$ cat config.mk
export PLATFORM = sky130hd
export DESIGN_NAME = icu_multibank
export DESIGN_NICKNAME = d
export VERILOG_FILES = /design/src/rtl/icu_pkg.sv /design/src/rtl/icu_addr_dec.sv /design/src/rtl/icu_msb_find.sv /design/src/rtl/icu_bank.sv /design/src/rtl/icu_multibank.sv
export SDC_FILE = /design/constraint.sdc
export NUM_CORES = 2
export LEC_CHECK = 0
export ABC_AREA = 1
export BUFFER_PORTS_ARGS = -buffer_cell sky130_fd_sc_hd__buf_2
export CAP_MARGIN = 20
export CORE_MARGIN = 5
export CORE_UTILIZATION = 30
export CTS_CLUSTER_SIZE = 10
export DETAILED_ROUTE_END_ITERATION = 6
export HOLD_SLACK_MARGIN = 0.03
export PLACE_DENSITY_LB_ADDON = 0.05
export SYNTH_ARGS = -nofsm -noshare
export SYNTH_HDL_FRONTEND = slang
export SYNTH_SLANG_ARGS = --single-unit
$ cat constraint.sdc
create_clock -name clk -period 11.66 [get_ports clk]
set_input_delay 3.498 -clock clk [delete_from_list [all_inputs] [get_ports clk]]
set_output_delay 3.498 -clock clk [all_outputs]
set_load 0.1 [all_outputs]
$ cat src/rtl/icu_pkg.sv
package icu_pkg;

   localparam int unsigned LINES_PER_BANK = 32;
   localparam int unsigned IDX_W          = $clog2(LINES_PER_BANK);

   localparam int unsigned OFS_STATUS  = 'h00;
   localparam int unsigned OFS_ENABLE  = 'h08;
   localparam int unsigned OFS_OUTSTAT = 'h10;
   localparam int unsigned OFS_SET     = 'h18;
   localparam int unsigned OFS_MODE    = 'h20;

   typedef enum logic [2:0] {
      SEL_NONE,
      SEL_STATUS,
      SEL_ENABLE,
      SEL_OUTSTAT,
      SEL_SET,
      SEL_MODE
   } icu_sel_e;

   function automatic icu_sel_e decode_offset(input int unsigned ofs);
      case (ofs)
         OFS_STATUS:  decode_offset = SEL_STATUS;
         OFS_ENABLE:  decode_offset = SEL_ENABLE;
         OFS_OUTSTAT: decode_offset = SEL_OUTSTAT;
         OFS_SET:     decode_offset = SEL_SET;
         OFS_MODE:    decode_offset = SEL_MODE;
         default:     decode_offset = SEL_NONE;
      endcase
   endfunction

endpackage

$ cat src/rtl/icu_addr_dec.sv
module icu_addr_dec
   import icu_pkg::*;
#(
   parameter int unsigned NUM_BANKS = 6,
   parameter int unsigned ADDR_W    = 8,
   parameter int unsigned STRIDE    = 'h28
) (
   input  logic                 clk,
   input  logic                 rst_n,
   input  logic [ADDR_W-1:0]    addr,
   output logic [NUM_BANKS-1:0] bank_hit,
   output icu_sel_e             reg_sel
);

   localparam int unsigned OFS_W = $clog2(STRIDE);

   logic [OFS_W-1:0] ofs;

   always_comb begin
      bank_hit = '0;
      ofs      = '0;
      for (int b = 0; b < NUM_BANKS; b++) begin
         if (int'(addr) >= b * STRIDE && int'(addr) < (b + 1) * STRIDE) begin
            bank_hit[b] = 1'b1;
            ofs         = OFS_W'(int'(addr) - b * STRIDE);
         end
      end
      reg_sel = (|bank_hit) ? decode_offset(int'(ofs)) : SEL_NONE;
   end

   AST_ONE_BANK: assert property (@(posedge clk) disable iff (!rst_n)
      $onehot0(bank_hit));

endmodule

$ cat src/rtl/icu_msb_find.sv
module icu_msb_find #(
   parameter int unsigned WIDTH = 32,
   localparam int unsigned IW   = $clog2(WIDTH)
) (
   input  logic             clk,
   input  logic             rst_n,
   input  logic [WIDTH-1:0] vec,
   output logic [IW-1:0]    idx,
   output logic             valid
);

   always_comb begin
      idx   = '0;
      valid = 1'b0;
      for (int i = 0; i < WIDTH; i++) begin
         if (vec[i]) begin
            idx   = IW'(i);
            valid = 1'b1;
         end
      end
   end

   AST_IDX_IS_TOP: assert property (@(posedge clk) disable iff (!rst_n)
      valid |-> ((vec >> idx) == WIDTH'(1)));
   AST_EMPTY_NO_VALID: assert property (@(posedge clk) disable iff (!rst_n)
      !valid |-> (vec == '0));

endmodule

$ cat src/rtl/icu_bank.sv
module icu_bank
   import icu_pkg::*;
#(
   parameter int unsigned WIDTH = 32
) (
   input  logic             clk,
   input  logic             rst_n,
   input  logic [WIDTH-1:0] lines,
   input  logic             hit,
   input  icu_sel_e         reg_sel,
   input  logic             wr,
   input  logic [WIDTH-1:0] wdata,
   output logic [WIDTH-1:0] status,
   output logic [WIDTH-1:0] enable,
   output logic [WIDTH-1:0] mode,
   output logic [WIDTH-1:0] outstat
);

   logic [WIDTH-1:0] lines_q;
   logic [WIDTH-1:0] rise_v;
   logic [WIDTH-1:0] src_v;
   logic [WIDTH-1:0] set_mask;
   logic [WIDTH-1:0] clr_mask;
   logic             wr_here;

   assign wr_here  = hit && wr;
   assign rise_v   = lines & ~lines_q;
   assign src_v    = rise_v | (mode & lines);
   assign set_mask = (wr_here && reg_sel == SEL_SET)    ? wdata : '0;
   assign clr_mask = (wr_here && reg_sel == SEL_STATUS) ? wdata : '0;
   assign outstat  = status & enable;

   always_ff @(posedge clk) begin
      if (!rst_n) begin
         lines_q <= '0;
         status  <= '0;
         enable  <= '0;
         mode    <= '0;
      end else begin
         lines_q <= lines;
         status  <= (status & ~clr_mask) | src_v | set_mask;
         if (wr_here && reg_sel == SEL_ENABLE) enable <= wdata;
         if (wr_here && reg_sel == SEL_MODE)   mode   <= wdata;
      end
   end

   AST_EDGE_LATCHES: assert property (@(posedge clk) disable iff (!rst_n)
      (|src_v) |=> ((status & $past(src_v)) == $past(src_v)));
   AST_FORCE_SETS: assert property (@(posedge clk) disable iff (!rst_n)
      (|set_mask) |=> ((status & $past(set_mask)) == $past(set_mask)));
   AST_CLEAR_TAKES: assert property (@(posedge clk) disable iff (!rst_n)
      (|clr_mask) |=> ((status & $past(clr_mask & ~src_v & ~set_mask)) == '0));

endmodule

$ cat src/rtl/icu_multibank.sv
module icu_multibank
   import icu_pkg::*;
#(
   parameter int unsigned NUM_BANKS = 6,
   parameter int unsigned ADDR_W    = 8,
   parameter int unsigned STRIDE    = 'h28,
   localparam int unsigned LW       = LINES_PER_BANK,
   localparam int unsigned IW       = IDX_W
) (
   input  logic                    clk,
   input  logic                    rst_n,
   input  logic [NUM_BANKS*LW-1:0] irq_lines,
   input  logic                    bus_wr,
   input  logic                    bus_rd,
   input  logic [ADDR_W-1:0]       bus_addr,
   input  logic [LW-1:0]           bus_wdata,
   output logic [LW-1:0]           bus_rdata,
   output logic                    bus_rvalid,
   output logic [NUM_BANKS-1:0]    irq_out,
   output logic [NUM_BANKS*IW-1:0] top_idx,
   output logic [NUM_BANKS-1:0]    top_valid
);

   if (NUM_BANKS < 1 || NUM_BANKS > 6) begin : g_bad_banks
      initial $fatal(1, "NUM_BANKS must be 1..6");
   end
   if (NUM_BANKS * STRIDE > (1 << ADDR_W)) begin : g_bad_addr
      initial $fatal(1, "ADDR_W too narrow for bank map");
   end
   if (STRIDE <= OFS_MODE) begin : g_bad_stride
      initial $fatal(1, "STRIDE too small for register set");
   end

   logic [NUM_BANKS-1:0] bank_hit;
   icu_sel_e             reg_sel;
   logic [LW-1:0]        st_v  [NUM_BANKS];
   logic [LW-1:0]        en_v  [NUM_BANKS];
   logic [LW-1:0]        md_v  [NUM_BANKS];
   logic [LW-1:0]        os_v  [NUM_BANKS];
   logic [LW-1:0]        rd_mux;

   icu_addr_dec #(
      .NUM_BANKS (NUM_BANKS),
      .ADDR_W    (ADDR_W),
      .STRIDE    (STRIDE)
   ) i_dec (
      .clk      (clk),
      .rst_n    (rst_n),
      .addr     (bus_addr),
      .bank_hit (bank_hit),
      .reg_sel  (reg_sel)
   );

   for (genvar b = 0; b < NUM_BANKS; b++) begin : g_bank
      icu_bank #(.WIDTH(LW)) i_bank (
         .clk     (clk),
         .rst_n   (rst_n),
         .lines   (irq_lines[b*LW +: LW]),
         .hit     (bank_hit[b]),
         .reg_sel (reg_sel),
         .wr      (bus_wr),
         .wdata   (bus_wdata),
         .status  (st_v[b]),
         .enable  (en_v[b]),
         .mode    (md_v[b]),
         .outstat (os_v[b])
      );

      icu_msb_find #(.WIDTH(LW)) i_find (
         .clk   (clk),
         .rst_n (rst_n),
         .vec   (os_v[b]),
         .idx   (top_idx[b*IW +: IW]),
         .valid (top_valid[b])
      );
   end

   always_comb begin
      rd_mux = '0;
      for (int b = 0; b < NUM_BANKS; b++) begin
         if (bank_hit[b]) begin
            case (reg_sel)
               SEL_STATUS:  rd_mux = st_v[b];
               SEL_ENABLE:  rd_mux = en_v[b];
               SEL_OUTSTAT: rd_mux = os_v[b];
               SEL_MODE:    rd_mux = md_v[b];
               default:     rd_mux = '0;
            endcase
         end
      end
   end

   always_ff @(posedge clk) begin
      if (!rst_n) begin
         bus_rdata  <= '0;
         bus_rvalid <= 1'b0;
         irq_out    <= '0;
      end else begin
         bus_rvalid <= bus_rd;
         bus_rdata  <= bus_rd ? rd_mux : '0;
         irq_out    <= top_valid;
      end
   end

   AST_IRQ_FOLLOWS: assert property (@(posedge clk) disable iff (!rst_n)
      1'b1 |=> (irq_out == $past(top_valid)));
   AST_READ_ANSWERS: assert property (@(posedge clk) disable iff (!rst_n)
      bus_rd |=> bus_rvalid);

endmodule

==> impl_metrics.csv <==
group,metric,value,unit
status,status,"finished clean",
cts,cts_max_level,3,
floorplanning,die_h,368,um
drt,drcViolationCount,0,
sta,period_share,0.726,
cts,cts_tree,"done",
placement,portBuffers,310,
hold_path,hold_path.class,"flip-flop to flip-flop",
cts,path_clk_slew,0.06,ns
sta,rsz0062_at_grt,"false",
drt,drt_iter0_drc,4431,
sta,final.setup.worst_slack,3.19,ns
critical_path,cp-end-kind,"flip-flop",
grt,gr-usage-all-layers,0.287,
cells_and_area,utilization,0.349,
critical_path,cp_cell_sequence,"buf_2, inv_1, ha_1, nand2_1, nand3_1, a31oi_2, nor2_2, buf_4, a21oi_1, o211ai_1, a21oi_4, buf_4, nand2_4, buf_4, inv_2, nand2_1, nand2_1, nand2_1, nand3_1, nand2_1, nand2_1, nand3_1, a21oi_1",
sta,tightest_slew,1.14,ns
cts,clock_path_buffers,3,
synthesis,syn_nets,6010,
run,max_cap_violations,0,
critical_path,critical_path_class,"primary input to flip-flop",
sta,hold_viol,0,
drt,drt-pass1-iter-count,5,
cts,cts_hold_buf,0,
grt,grt_pass1_vias,36800,
sta,whs,0.475,ns
synthesis,ys_ff_latch,807,
grt,grt_start_max_net_pins,171,
cells_and_area,n_fill_cell,14000,
drt,vias,40100,
pwr,peakVddDrop,0.000111,V
cells_and_area,multi_input_area,18500,sq um
sta,min_period,8.47,ns
floorplanning,dieWidth,368,um
cts,cts.sinks,807,
synthesis,synth.distinct_cells,38,
drt,wirelength,202,mm
critical_path,cpMaxStageDelayCell,"a31oi_2",
cells_and_area,drive_above_1_share,0.103,
floorplanning,num_rows,131,
cells_and_area,regArea,16200,sq um
floorplanning,die_area,135000,sq um
critical_path,slowest_delay,0.81,ns
cts,cts_root_buffer,"clkbuf_16",
floorplanning,core,127000,sq um
synthesis,postSynthCellCount,5766,
sta,finalSetupTns,0,ns
grt,antenna_found_initial,37,
synthesis,ys_seq_area_frac,0.421,
placement,dp_hpwl,137,mm
placement,gp_congestion,0.935,
cts,clk_latency,0.72,ns
cts,cts.repair.resized,0,
critical_path,crit_arrival,9.08,ns
critical_path,critPathRequiredTime,12.27,ns
critical_path,cp_max_fo,78,
placement,place_ws,2.64,ns
synthesis,yosys_warnings,0,
synthesis,avgSynthCellArea,6.65,sq um
pwr,p_leak,19.5,nW
cts,cts_setup_buffers,0,
drt,via_per_inst,5.28,
cells_and_area,layout_common_cells,"nand2_1 (1756), dfxtp_1 (807), o21ai_0 (564)",
cells_and_area,final_common_cell,"nand2_1",
pwr,powerDensity,153,nW/um^2
cells_and_area,nets,6118,
sta,fin_skew,0.0311,ns
cts,cts_buffers,100,
drt,wire_per_inst,26.5,um
grt,grt_pass1_wl,282,mm
sta,finalSetupViolCount,0,
grt,gr-total-overflow,0,
critical_path,critPathMostFrequentCell,"nand2_1",
sta,drv_slew,0,
synthesis,syn_area,38400,sq um
drt,ant_nets,0,
critical_path,cp-start-kind,"primary input",
floorplanning,initial_utilization,0.301,
cells_and_area,syn_to_final_growth,15.8,%
floorplanning,io_pins,311,
sta,max-slew-margin-rel,0.242,
sta,max_freq,118,MHz
cell families (layout without fill, tap and decap cells):
family                   after synthesis  count (layout)  synth area share
buffers and inverters                977            1149             0.100
XOR/XNOR                               1               1          0.000228
other                                  0               8                 0
AO/OA/AOI/OAI                       1518            1518             0.213
adder cells (fa/ha/maj)                8               8           0.00261
AND/OR/NAND/NOR                     2455            2455             0.263
flip-flops                           807             807             0.421
final cells by class:
| type | instances | area share |
|---|---|---|
| clock buffer | 151 | 0.0654 |
| tap | 1662 | 0.0468 |
| inverter | 565 | 0.0481 |
| antenna | 8 | 0.000451 |
| clock inverter | 15 | 0.00355 |
| timing repair buffer | 418 | 0.0551 |
| multi-input combinational | 3982 | 0.417 |
| sequential | 807 | 0.364 |
worst max-delay path: cells and delay by family:
| family | cells | cell delay [ns] |
|---|---|---|
| AO/OA/AOI/OAI | 5 | 1.62 |
| adder cells (fa/ha/maj) | 1 | 0.24 |
| buffers and inverters | 6 | 2.23 |
| AND/OR/NAND/NOR | 11 | 1.40 |
worst paths after layout:
kind                                           startpoint                                 endpoint  slack [ns]  cells after the start
setup / recovery                              bus_addr[4]                 bus_rdata[28]$_SDFF_PN0_        3.19                     23
hold / removal    g_bank[4].i_bank.enable[0]$_SDFFE_PN0P_  g_bank[4].i_bank.enable[0]$_SDFFE_PN0P_        0.48                      2
setup reg to reg    g_bank[1].i_bank.status[4]$_SDFF_PN0_                  bus_rdata[4]$_SDFF_PN0_        9.65                      7
hold reg to reg   g_bank[4].i_bank.enable[0]$_SDFFE_PN0P_  g_bank[4].i_bank.enable[0]$_SDFFE_PN0P_        0.48                      2
registers in the layout (all words and copies together), names as in the netlist:
register / count
bus_rdata: 32
bus_rvalid: 1
g_bank.i_bank.enable: 192
g_bank.i_bank.lines_q: 192
g_bank.i_bank.mode: 192
g_bank.i_bank.status: 192
irq_out: 6
stage by stage:
| step | cell area (sq um) | std cells | power (mW) |
|---|---|---|---|
| floorplan | 38400 | 5766 | 3.40 |
| global placement | 41300 | 7434 | 3.81 |
| detailed placement | 41300 | 7434 | 3.81 |
| CTS | 44400 | 7600 | 6.85 |
| global route | 44400 | 7601 | 7.02 |
| finish | 44400 | 7608 | 6.80 |
routing by layer:
metal	global-route usage	wire, um	vias to the layer above
met5	0	24	-
met4	0.105	8450	6
met3	0.0453	14900	269
met2	0.441	87400	1573
met1	0.405	90700	19200
li1	-	-	19100
cells in the mapped netlist, drive strengths merged:
master     n  share of area
a21o       2        0.00039
nor4       2        0.00033
nand3    262          0.034
a211oi     2        0.00039
nor3       6         0.0011
o211ai     2        0.00039
buf      119          0.016
a22oi     32         0.0063
a21oi    554          0.073
nand4     65          0.011
o21bai     9         0.0018
o221ai    31         0.0071
a31o       4        0.00091
inv      561          0.055
nand2   1764           0.17
xnor2      1        0.00023
a31oi    198          0.032
o31ai      5         0.0011
nor2     266          0.027
o21ai    679          0.089
nand3b    90          0.018
ha         8         0.0026
clkbuf   293          0.029
dfxtp    807           0.42
clkinv     4        0.00039
report_power, final:
group          internal (mW)  switching [mW]  leakage (nW)
Sequential              2.86          0.0661          6.61
Combinational          0.178           0.660          11.4
Clock                   1.74            1.29          1.50
Total                   4.78            2.02          19.5
(Power assumes the default switching activity.)
